**src/rtl/frc_pkg.sv**
```systemverilog
package frc_pkg;
  localparam int BYTE_W      = 8;
  localparam int DIV_W       = 4;
  localparam int CTRL_IE_BIT = 7;
  localparam int STAT_OVF_BIT = 7;
  localparam int PS_W        = 2;

  typedef enum logic [1:0] {
    ADDR_CNT_HI = 2'd0,
    ADDR_CNT_LO = 2'd1,
    ADDR_CTRL   = 2'd2,
    ADDR_STAT   = 2'd3
  } frc_addr_e;

  // Low-order mask of the divider that must be all ones for a tick.
  function automatic logic [DIV_W-1:0] div_mask(input logic [PS_W-1:0] code);
    case (code)
      2'b00:   div_mask = 4'b0000;
      2'b01:   div_mask = 4'b0011;
      2'b10:   div_mask = 4'b0111;
      default: div_mask = 4'b1111;
    endcase
  endfunction
endpackage

```
**src/rtl/frc_prescaler.sv**
```systemverilog
module frc_prescaler
  import frc_pkg::*;
(
  input  logic            clk,
  input  logic            rst_n,
  input  logic [PS_W-1:0] code,
  output logic            tick
);
  logic [DIV_W-1:0] div_q;
  logic [DIV_W-1:0] mask;

  assign mask = div_mask(code);

  always_ff @(posedge clk or negedge rst_n) begin
    if (!rst_n) div_q <= '0;
    else        div_q <= div_q + 1'b1;
  end

  assign tick = ((div_q & mask) == mask);
endmodule

```
**src/rtl/frc_counter.sv**
```systemverilog
module frc_counter #(
  parameter int CNT_W = 16
) (
  input  logic             clk,
  input  logic             rst_n,
  input  logic             tick,
  output logic [CNT_W-1:0] count,
  output logic             wrap
);
  assign wrap = tick && (count == {CNT_W{1'b1}});

  always_ff @(posedge clk or negedge rst_n) begin
    if (!rst_n)    count <= '0;
    else if (tick) count <= count + 1'b1;
  end
endmodule

```
**src/rtl/frc_regs.sv**
```systemverilog
module frc_regs
  import frc_pkg::*;
#(
  parameter int CNT_W       = 16,
  parameter int LOCK_CYCLES = 64
) (
  input  logic              clk,
  input  logic              rst_n,
  input  logic              reg_wr,
  input  logic              reg_rd,
  input  logic [1:0]        reg_addr,
  input  logic [BYTE_W-1:0] reg_wdata,
  input  logic [CNT_W-1:0]  count,
  input  logic              wrap,
  output logic [BYTE_W-1:0] reg_rdata,
  output logic              reg_rvalid,
  output logic [BYTE_W-1:0] ctrl_q,
  output logic              ovf_flag,
  output logic              locked
);
  localparam int LCW     = $clog2(LOCK_CYCLES + 1);
  localparam int EXT_W   = 2 * BYTE_W;
  localparam int CNT_PAD = EXT_W - CNT_W;

  logic [EXT_W-1:0]  cnt_ext;
  logic [LCW-1:0]    age_q;
  logic [BYTE_W-1:0] lo_hold_q;
  logic              hold_vld_q;
  frc_addr_e         addr;

  assign addr = frc_addr_e'(reg_addr);

  generate
    if (CNT_PAD > 0) begin : g_pad
      assign cnt_ext = {{CNT_PAD{1'b0}}, count};
    end else begin : g_nopad
      assign cnt_ext = count[EXT_W-1:0];
    end
  endgenerate

  // Window after reset during which the prescale code is writable.
  assign locked = (age_q == LCW'(LOCK_CYCLES));

  always_ff @(posedge clk or negedge rst_n) begin
    if (!rst_n)       age_q <= '0;
    else if (!locked) age_q <= age_q + 1'b1;
  end

  always_ff @(posedge clk or negedge rst_n) begin
    if (!rst_n) begin
      ctrl_q <= '0;
    end else if (reg_wr && addr == ADDR_CTRL) begin
      if (locked) ctrl_q <= {reg_wdata[BYTE_W-1:PS_W], ctrl_q[PS_W-1:0]};
      else        ctrl_q <= reg_wdata;
    end
  end

  always_ff @(posedge clk or negedge rst_n) begin
    if (!rst_n)
      ovf_flag <= 1'b0;
    else if (wrap)
      ovf_flag <= 1'b1;
    else if (reg_wr && addr == ADDR_STAT && reg_wdata[STAT_OVF_BIT])
      ovf_flag <= 1'b0;
  end

  always_ff @(posedge clk or negedge rst_n) begin
    if (!rst_n) begin
      reg_rdata  <= '0;
      reg_rvalid <= 1'b0;
      lo_hold_q  <= '0;
      hold_vld_q <= 1'b0;
    end else begin
      reg_rvalid <= reg_rd;
      if (reg_rd) begin
        case (addr)
          ADDR_CNT_HI: begin
            reg_rdata  <= cnt_ext[EXT_W-1:BYTE_W];
            lo_hold_q  <= cnt_ext[BYTE_W-1:0];
            hold_vld_q <= 1'b1;
          end
          ADDR_CNT_LO: begin
            reg_rdata  <= hold_vld_q ? lo_hold_q : cnt_ext[BYTE_W-1:0];
            hold_vld_q <= 1'b0;
          end
          ADDR_CTRL: reg_rdata <= ctrl_q;
          default:   reg_rdata <= {ovf_flag, {(BYTE_W-1){1'b0}}};
        endcase
      end
    end
  end
endmodule

```
**src/rtl/frc16_timer.sv**
```systemverilog
module frc16_timer
  import frc_pkg::*;
#(
  parameter int CNT_W       = 16,
  parameter int LOCK_CYCLES = 64
) (
  input  logic       clk,
  input  logic       rst_n,
  input  logic       reg_wr,
  input  logic       reg_rd,
  input  logic [1:0] reg_addr,
  input  logic [7:0] reg_wdata,
  output logic [7:0] reg_rdata,
  output logic       reg_rvalid,
  output logic       ovf_irq
);
  logic             tick;
  logic             wrap;
  logic [CNT_W-1:0] count;
  logic [7:0]       ctrl_q;
  logic             ovf_flag;
  logic             locked;

  frc_prescaler u_presc (
    .clk   (clk),
    .rst_n (rst_n),
    .code  (ctrl_q[PS_W-1:0]),
    .tick  (tick)
  );

  frc_counter #(.CNT_W(CNT_W)) u_cnt (
    .clk   (clk),
    .rst_n (rst_n),
    .tick  (tick),
    .count (count),
    .wrap  (wrap)
  );

  frc_regs #(.CNT_W(CNT_W), .LOCK_CYCLES(LOCK_CYCLES)) u_regs (
    .clk        (clk),
    .rst_n      (rst_n),
    .reg_wr     (reg_wr),
    .reg_rd     (reg_rd),
    .reg_addr   (reg_addr),
    .reg_wdata  (reg_wdata),
    .count      (count),
    .wrap       (wrap),
    .reg_rdata  (reg_rdata),
    .reg_rvalid (reg_rvalid),
    .ctrl_q     (ctrl_q),
    .ovf_flag   (ovf_flag),
    .locked     (locked)
  );

  assign ovf_irq = ovf_flag & ctrl_q[CTRL_IE_BIT];
endmodule

```
**config.mk**
```make
export PLATFORM = sky130hd
export DESIGN_NAME = frc16_timer
export DESIGN_NICKNAME = d
export VERILOG_FILES = /design/src/rtl/frc_pkg.sv /design/src/rtl/frc_prescaler.sv /design/src/rtl/frc_counter.sv /design/src/rtl/frc_regs.sv /design/src/rtl/frc16_timer.sv
export SDC_FILE = /design/constraint.sdc
export NUM_CORES = 1
export LEC_CHECK = 0
export ABC_AREA = 0
export BUFFER_PORTS_ARGS = -buffer_cell sky130_fd_sc_hd__buf_2
export CAP_MARGIN = 20
export CORE_MARGIN = 2
export CORE_UTILIZATION = 45
export CTS_CLUSTER_DIAMETER = 150
export DETAILED_ROUTE_END_ITERATION = 8
export HOLD_SLACK_MARGIN = 0.06
export PLACE_DENSITY_LB_ADDON = 0.15
export SYNTH_ARGS = -nofsm -noshare
export SYNTH_HDL_FRONTEND = slang
export SYNTH_SLANG_ARGS = --single-unit
```
**constraint.sdc**
```tcl
create_clock -name clk -period 5.2 [get_ports clk]
set_input_delay 1.3 -clock clk [delete_from_list [all_inputs] [get_ports clk]]
set_output_delay 1.3 -clock clk [all_outputs]
set_load 0.01 [all_outputs]
```
### Word-level counts from Yosys, hierarchy flattened

Index checks and enable logic that the tools add are counted.

| storage, ports and cells | value |
|---|---|
| latch bits | 0 |
| input bits | 14 |
| ROM bits | 0 |
| register bits after elaboration | 54 |
| RAM bits | 0 |
| memories | 0 |
| logic and storage cells | 41 |

| operators by class | value |
|---|---|
| multiplexer cells | 6 |
| bitwise logic cells | 3 |
| shift-type cells | 0 |
| $lt $le $gt $ge | 0 |
| add/subtract/negate cells | 3 |
| reduce and logical (&&, ||, !) cells | 11 |
| eq/ne operators | 8 |
| $mul | 0 |
| divide/modulo/power cells | 0 |

Operators with widths:

| operator | number |
|---|---|
| one-hot mux 8 bit (3 select lines) | 1 |
| adder 16 x 1 -> 16 bit, second input constant | 1 |
| equality test 16 bit, second input constant | 1 |
| one-hot mux 4 bit (3 select lines) | 1 |
| two-way mux 8 bit | 1 |
| adder 7 x 1 -> 7 bit, second input constant | 1 |
| equality test 7 bit, second input constant | 1 |
| equality test 2 bit, second input constant | 3 |
| AND reduction 2 bit | 3 |
| adder 4 x 1 -> 4 bit, second input constant | 1 |
| bitwise AND 4 bit | 1 |
| equality test 2 x 1 -> 1 bit, second input constant | 2 |
| equality test 4 bit | 1 |
| logical AND 1 bit | 4 |
| zero test 2 bit | 2 |
| nonzero test 2 bit | 2 |
| two-way mux 1 bit | 2 |
| one-hot mux 1 bit (2 select lines) | 1 |
| bitwise AND 1 bit | 1 |
| inverter 1 bit | 1 |

### Longest topological paths before layout

| logic depth | value |
|---|---|
| word-level depth | 6 |
| mapped depth | 6 |
| gate-level depth less buffers | 5 |

### By module

A second synthesis with hierarchy kept.

| unflattened totals | value |
|---|---|
| cell total of the unflattened synthesis | 199 |
| area, all modules | 2511.2 µm² |

Modules (own cells, without submodules):

| module | area each (µm²) | times used | cells an instance | sequential area each (µm²) |
|---|---|---|---|---|
| frc_regs | 1591.5 | 1 | 120 | 850.8 |
| frc_counter | 752.0 | 1 | 64 | 400.4 |
| frc_prescaler | 161.4 | 1 | 14 | 100.1 |
| frc16_timer | 6.3 | 1 | 1 | 0.0 |

### Worst setup path before layout

No wires, ideal clock.

| timing | value |
|---|---|
| path type | input to register |
| start point | in reg_addr[0] |
| end point | reg u_regs.reg_rdata[5] |
| setup time | 0.077 ns |
| data arrival time | 2.327 ns |
| path slack | 2.796 ns |
| buffers on the path | 2 |
| stages | 6 |
| data required time | 5.123 ns |
| cells stage by stage | clkbuf_1 clkbuf_1 nor2_1 a211oi_1 a21oi_1 a21oi_1 |

| on the way | value |
|---|---|
| word-level cells in the longest chain between the ends | 2 |

Ends and longest elaborated chain:

| item | RTL line | RTL |
|---|---|---|
| start, declared | frc16_timer.sv:11 | `input logic [1:0] reg_addr,` |
| equality test 2 bit, or another cell as far along | frc_regs.sv:76 | `case (addr)` |
| one-hot mux 8 bit (3 select lines) (*) | frc_regs.sv:76 |  |
| end signal, assigned | frc_regs.sv:78 | `reg_rdata <= cnt_ext[EXT_W-1:BYTE_W];` |
| end signal, assigned | frc_regs.sv:83 | `reg_rdata <= hold_vld_q ? lo_hold_q : cnt_ext[BYTE_W-1:0];` |
| end signal, assigned | frc_regs.sv:86 | `ADDR_CTRL: reg_rdata <= ctrl_q;` |
| end, declared | frc_regs.sv:15 | `output logic [BYTE_W-1:0] reg_rdata,` |

Every way passes the cells marked *; elsewhere a longest branch is shown, timed or not.
A chain may end at the register's enable or synchronous reset.

### Worst setup path after layout

| timing | value |
|---|---|
| start point | reg u_regs.ovf_flag |
| end point | out ovf_irq |

| on the way | value |
|---|---|
| word-level cells in the longest chain between the ends | 1 |

Ends and longest elaborated chain:

| item | RTL line | RTL |
|---|---|---|
| start, declared | frc_regs.sv:18 | `output logic ovf_flag,` |
| start signal, assigned | frc_regs.sv:60 | `ovf_flag <= 1'b0;` |
| start signal, assigned | frc_regs.sv:62 | `ovf_flag <= 1'b1;` |
| start signal, assigned | frc_regs.sv:64 | `ovf_flag <= 1'b0;` |
| bitwise AND 1 bit | frc16_timer.sv:55 | `assign ovf_irq = ovf_flag & ctrl_q[CTRL_IE_BIT];` |
| end, declared | frc16_timer.sv:15 | `output logic ovf_irq` |

No other way between the ends.

==> impl_metrics.prom <==
# TYPE chip_impl_metric gauge
chip_impl_info{name="status",value="finished, final reports clean"} 1
chip_impl_metric{name="min_period",unit="ns"} 2.30
chip_impl_metric{name="route.detailed.drc",unit=""} 0
chip_impl_info{name="hold_end",value="u_regs.age_q[6]"} 1
chip_impl_metric{name="wl",unit="um"} 4540
chip_impl_info{name="top_usage_layer",value="met2"} 1
chip_impl_metric{name="seqCellArea",unit="sq mm"} 0.00135
chip_impl_metric{name="timing.hold.worst_path_depth",unit=""} 1
chip_impl_metric{name="grt_max_degree",unit=""} 55
chip_impl_metric{name="worstMarginPinSlew",unit="ns"} 0.693
chip_impl_info{name="worst_setup_path_start_kind",value="flop"} 1
chip_impl_metric{name="max_freq",unit="MHz"} 435
chip_impl_metric{name="floorplan.initialDensity",unit=""} 0.473
chip_impl_metric{name="finalHoldViolations",unit=""} 0
chip_impl_metric{name="numClockSinks",unit=""} 54
chip_impl_metric{name="yosys.cell_types.count",unit=""} 34
chip_impl_metric{name="cts_buffer_depth",unit=""} 2
chip_impl_metric{name="logic_gate_share_of_total_power",unit=""} 0.182
chip_impl_metric{name="post_synthesis_instance_area",unit="sq mm"} 0.00245
chip_impl_metric{name="synth-adder-area-share",unit=""} 0.0204
chip_impl_metric{name="place_hpwl",unit="um"} 3240
chip_impl_metric{name="share_clk_of_total_power",unit=""} 0.248
chip_impl_metric{name="gr-usage-all-layers",unit=""} 0.166
chip_impl_metric{name="port_buffers",unit=""} 23
chip_impl_metric{name="final_max_slew_viol_count",unit=""} 0
chip_impl_info{name="clock_tree_from_tritoncts",value="done"} 1
chip_impl_metric{name="grt_first_pass_wirelength",unit="um"} 7680
chip_impl_metric{name="cts.repair_timing.setup_buffer_count",unit=""} 0
chip_impl_metric{name="p_sw",unit="mW"} 0.291
chip_impl_metric{name="cts_htree_levels",unit=""} 2
chip_impl_metric{name="dieWidth",unit="um"} 77.8
chip_impl_metric{name="grt.met3_usage",unit=""} 0.0419
chip_impl_metric{name="area_growth",unit="%"} 11.3
chip_impl_metric{name="path_clk_slew",unit="ns"} 0.09
chip_impl_metric{name="number_of_global_route_vias_before_repair",unit=""} 1539
chip_impl_metric{name="p_seq_frac",unit=""} 0.569
chip_impl_metric{name="required",unit="ns"} 3.90
chip_impl_metric{name="power.leakage",unit="nW"} 1.26
chip_impl_metric{name="design.final.nets",unit=""} 254
chip_impl_metric{name="finalSetupViolCount",unit=""} 0
chip_impl_metric{name="yosys_register_bits",unit=""} 54
chip_impl_metric{name="timing.final.ws_setup",unit="ns"} 2.90
chip_impl_metric{name="die_boundary_height",unit="um"} 77.8
chip_impl_metric{name="gp_congestion",unit=""} 0.784
chip_impl_metric{name="cts_hold_buffers",unit=""} 0
chip_impl_metric{name="clock_insertion_delay_at_the_later_pin_of_the_skew_report",unit="ns"} 0.30
chip_impl_metric{name="drive_gt1_frac",unit=""} 0.245
chip_impl_metric{name="fin_worst_skew",unit="ns"} 0.00270
chip_impl_metric{name="synthXorXnorAreaFrac",unit=""} 0.0823
chip_impl_metric{name="fin_worst_hold_slack",unit="ns"} 0.466
chip_impl_metric{name="placement_rows",unit=""} 26
chip_impl_metric{name="met2_usage",unit=""} 0.250
chip_impl_metric{name="floorplan.die_area",unit="sq mm"} 0.00605
chip_impl_metric{name="power.share.switching",unit=""} 0.297
chip_impl_metric{name="filler_cell_count",unit=""} 467
chip_impl_metric{name="diodes",unit=""} 0
chip_impl_metric{name="worst-endpoint-arrival",unit="ns"} 1.00
chip_impl_metric{name="total_of_cells_resized_after_clock_tree_synthesis",unit=""} 0
chip_impl_metric{name="detailedRoute.firstPassIterationCount",unit=""} 4
chip_impl_info{name="hp-start",value="u_regs.age_q[6]"} 1
chip_impl_metric{name="antenna_found_initial",unit=""} 0
chip_impl_info{name="r2r_end",value="u_regs.reg_rdata[7]"} 1
chip_impl_info{name="clock-root-buffer",value="clkbuf_8"} 1
chip_impl_metric{name="avgViaCountPerCell",unit=""} 5.04
chip_impl_metric{name="drt_iter0_drc",unit=""} 54
chip_impl_metric{name="dp_worst_slack",unit="ns"} 2.62
chip_impl_metric{name="syn-num-nets",unit=""} 230
chip_impl_metric{name="crit_fanout",unit=""} 3
chip_impl_info{name="hold_path_class",value="reg2reg"} 1
chip_impl_metric{name="synth_enable_flop_cells",unit=""} 0
chip_impl_metric{name="peakVddDrop",unit="uV"} 211
chip_impl_info{name="ys.flop_type",value="dfrtp_1"} 1
chip_impl_metric{name="synth-compound-area-share",unit=""} 0.0572
chip_impl_metric{name="remaining_antenna_violation_count",unit=""} 0
chip_impl_metric{name="fp.coreArea",unit="sq mm"} 0.00517
chip_impl_metric{name="power.density",unit="mW/mm^2"} 360
chip_impl_metric{name="ioPinCount",unit=""} 24
chip_impl_metric{name="synthesis.area_per_instance",unit="sq um"} 11.5
chip_impl_info{name="crit_type",value="reg2out"} 1
chip_impl_info{name="largest_family_of_logic_cells_by_synthesized_area",value="simple AND/OR/NAND/NOR gates"} 1
chip_impl_metric{name="cts_buffers",unit=""} 5
chip_impl_metric{name="post_synth_mux_area_share",unit=""} 0.130
chip_impl_metric{name="rr_worst_depth",unit=""} 3
chip_impl_metric{name="async_reset_ff_frac",unit=""} 1.00
chip_impl_metric{name="yosys.area_share.simple",unit=""} 0.139
chip_impl_metric{name="grt_overflow",unit=""} 0
chip_impl_metric{name="setup_total_negative_slack",unit="ns"} 0
chip_impl_info{name="setup.worst_path.end_class",value="output pin"} 1
chip_impl_metric{name="final_min_period_over_clock_period",unit=""} 0.442
chip_impl_info{name="crit-reg2reg-launch",value="u_regs.hold_vld_q"} 1
chip_impl_metric{name="yosys_warnings",unit=""} 0
chip_impl_metric{name="globalRouteMet1Util",unit=""} 0.235
chip_impl_metric{name="r2r_slack",unit="ns"} 3.34
chip_impl_info{name="grt_setup_unrepaired",value="false"} 1
chip_impl_metric{name="cells_after_synth",unit=""} 212
chip_impl_metric{name="relSlewSlack",unit=""} 0.538
chip_impl_metric{name="num_vias",unit=""} 1548
chip_impl_metric{name="power_report.internal_total",unit="mW"} 0.690
chip_impl_metric{name="drv.max_cap_violation_count",unit=""} 0
chip_impl_metric{name="routedWlPerCell",unit="um"} 14.8
chip_impl_metric{name="multi_input_area",unit="sq mm"} 0.00105
chip_impl_metric{name="seq_area_frac_synth",unit=""} 0.552
state kept, by name, summed over array words and instances, names as in the netlist:
signal / cells
u_regs.reg_rvalid: 1
u_regs.age_q: 7
u_cnt.count: 16
u_regs.lo_hold_q: 8
u_regs.hold_vld_q: 1
u_presc.div_q: 4
u_regs.ctrl_q: 8
u_regs.ovf_flag: 1
u_regs.reg_rdata: 8
power groups by stage:
stage	combinational [mW]	clock (mW)	sequential, mW
2_1_floorplan	0.135	0	0.544
5_1_grt	0.199	0.271	0.570
4_1_cts	0.183	0.251	0.559
3_3_place_gp	0.179	0	0.565
3_5_place_dp	0.181	0	0.568
6_report	0.179	0.244	0.559
worst max-delay path by stage:
stage	from	end	slack [ns]
after floorplan	reg_addr[0]	u_regs.reg_rdata[5]	2.80
after global placement	reg_rd	u_regs.lo_hold_q[5]	2.63
after detailed placement	reg_rd	u_regs.lo_hold_q[5]	2.62
after CTS	u_regs.ovf_flag	ovf_irq	2.89
after global routing	reg_rd	u_regs.lo_hold_q[7]	2.84
final	u_regs.ovf_flag	ovf_irq	2.90
area by class of cell:
type | instances | share of cell area
Timing Repair Buffer | 24 | 0.0450
Clock buffer | 6 | 0.0303
Clock inverter | 2 | 0.00459
Multi-Input combinational cell | 146 | 0.385
Tap cell | 70 | 0.0321
Sequential cell | 54 | 0.496
Inverter | 5 | 0.00688
per-layer routing:
layer,vias up,wire length (um)
li1,775,-
met1,741,2290
met2,26,2010
met3,6,175
met4,0,68
met5,-,0
cell usage after synthesis, types with 2 or more instances:
cell type,n,area (sq um)
a211oi_1,7,52.6
xor2_1,11,96.3
a21oi_1,14,70.1
nor3_1,4,20.0
nand2_1,13,48.8
nor2_1,23,86.3
clkbuf_1,5,18.8
xnor2_1,12,105
and3_1,2,12.5
dfrtp_1,54,1350
mux2_2,18,203
nor2b_1,2,12.5
mux2i_1,7,70.1
nand3_1,9,45.0
mux2_1,2,22.5
inv_1,5,18.8
nor2_2,2,12.5
ha_1,4,50.1
nand4_1,3,18.8
layout by cell type, fill, tap and decap left out, types with 2 or more instances in the layout:
| master | Yosys | layout |
|---|---|---|
| dfrtp_1 | 54 | 54 |
| nor2_1 | 23 | 23 |
| buf_2 | 1 | 23 |
| mux2_2 | 18 | 18 |
| a21oi_1 | 14 | 14 |
| nand2_1 | 13 | 13 |
| xnor2_1 | 12 | 12 |
| xor2_1 | 11 | 11 |
| nand3_1 | 9 | 9 |
| mux2i_1 | 7 | 7 |
| a211oi_1 | 7 | 7 |
| clkbuf_8 | 0 | 6 |
| inv_1 | 5 | 5 |
| nor3_1 | 4 | 4 |
| ha_1 | 4 | 4 |
| nand4_1 | 3 | 3 |
| nor2b_1 | 2 | 2 |
| and3_1 | 2 | 2 |
| nor2_2 | 2 | 2 |
| mux2_1 | 2 | 2 |
critical path, stage by stage (launching register included):
cell	delay, ns
dfrtp_1	0.41
and2_1	0.16
buf_2	0.13
through the flow:
step / instance area (sq um) / power (mW) / instances / util
final: 2730 / 0.981 / 307 / 0.527
after global routing: 2730 / 1.04 / 307 / 0.527
after CTS: 2730 / 0.993 / 307 / 0.527
after detailed placement: 2630 / 0.749 / 299 / 0.509
after global placement: 2630 / 0.744 / 299 / 0.509
after floorplan: 2450 / 0.679 / 212 / -
logic make-up after synthesis:
family          count (synthesis)
mux                            28
flops                          54
fa+ha+maj                       4
compound gates                 24
simple gates                   67
buf+inv                        12
xor+xnor                       23
No activity file was read; power rests on OpenSTA's default activity.
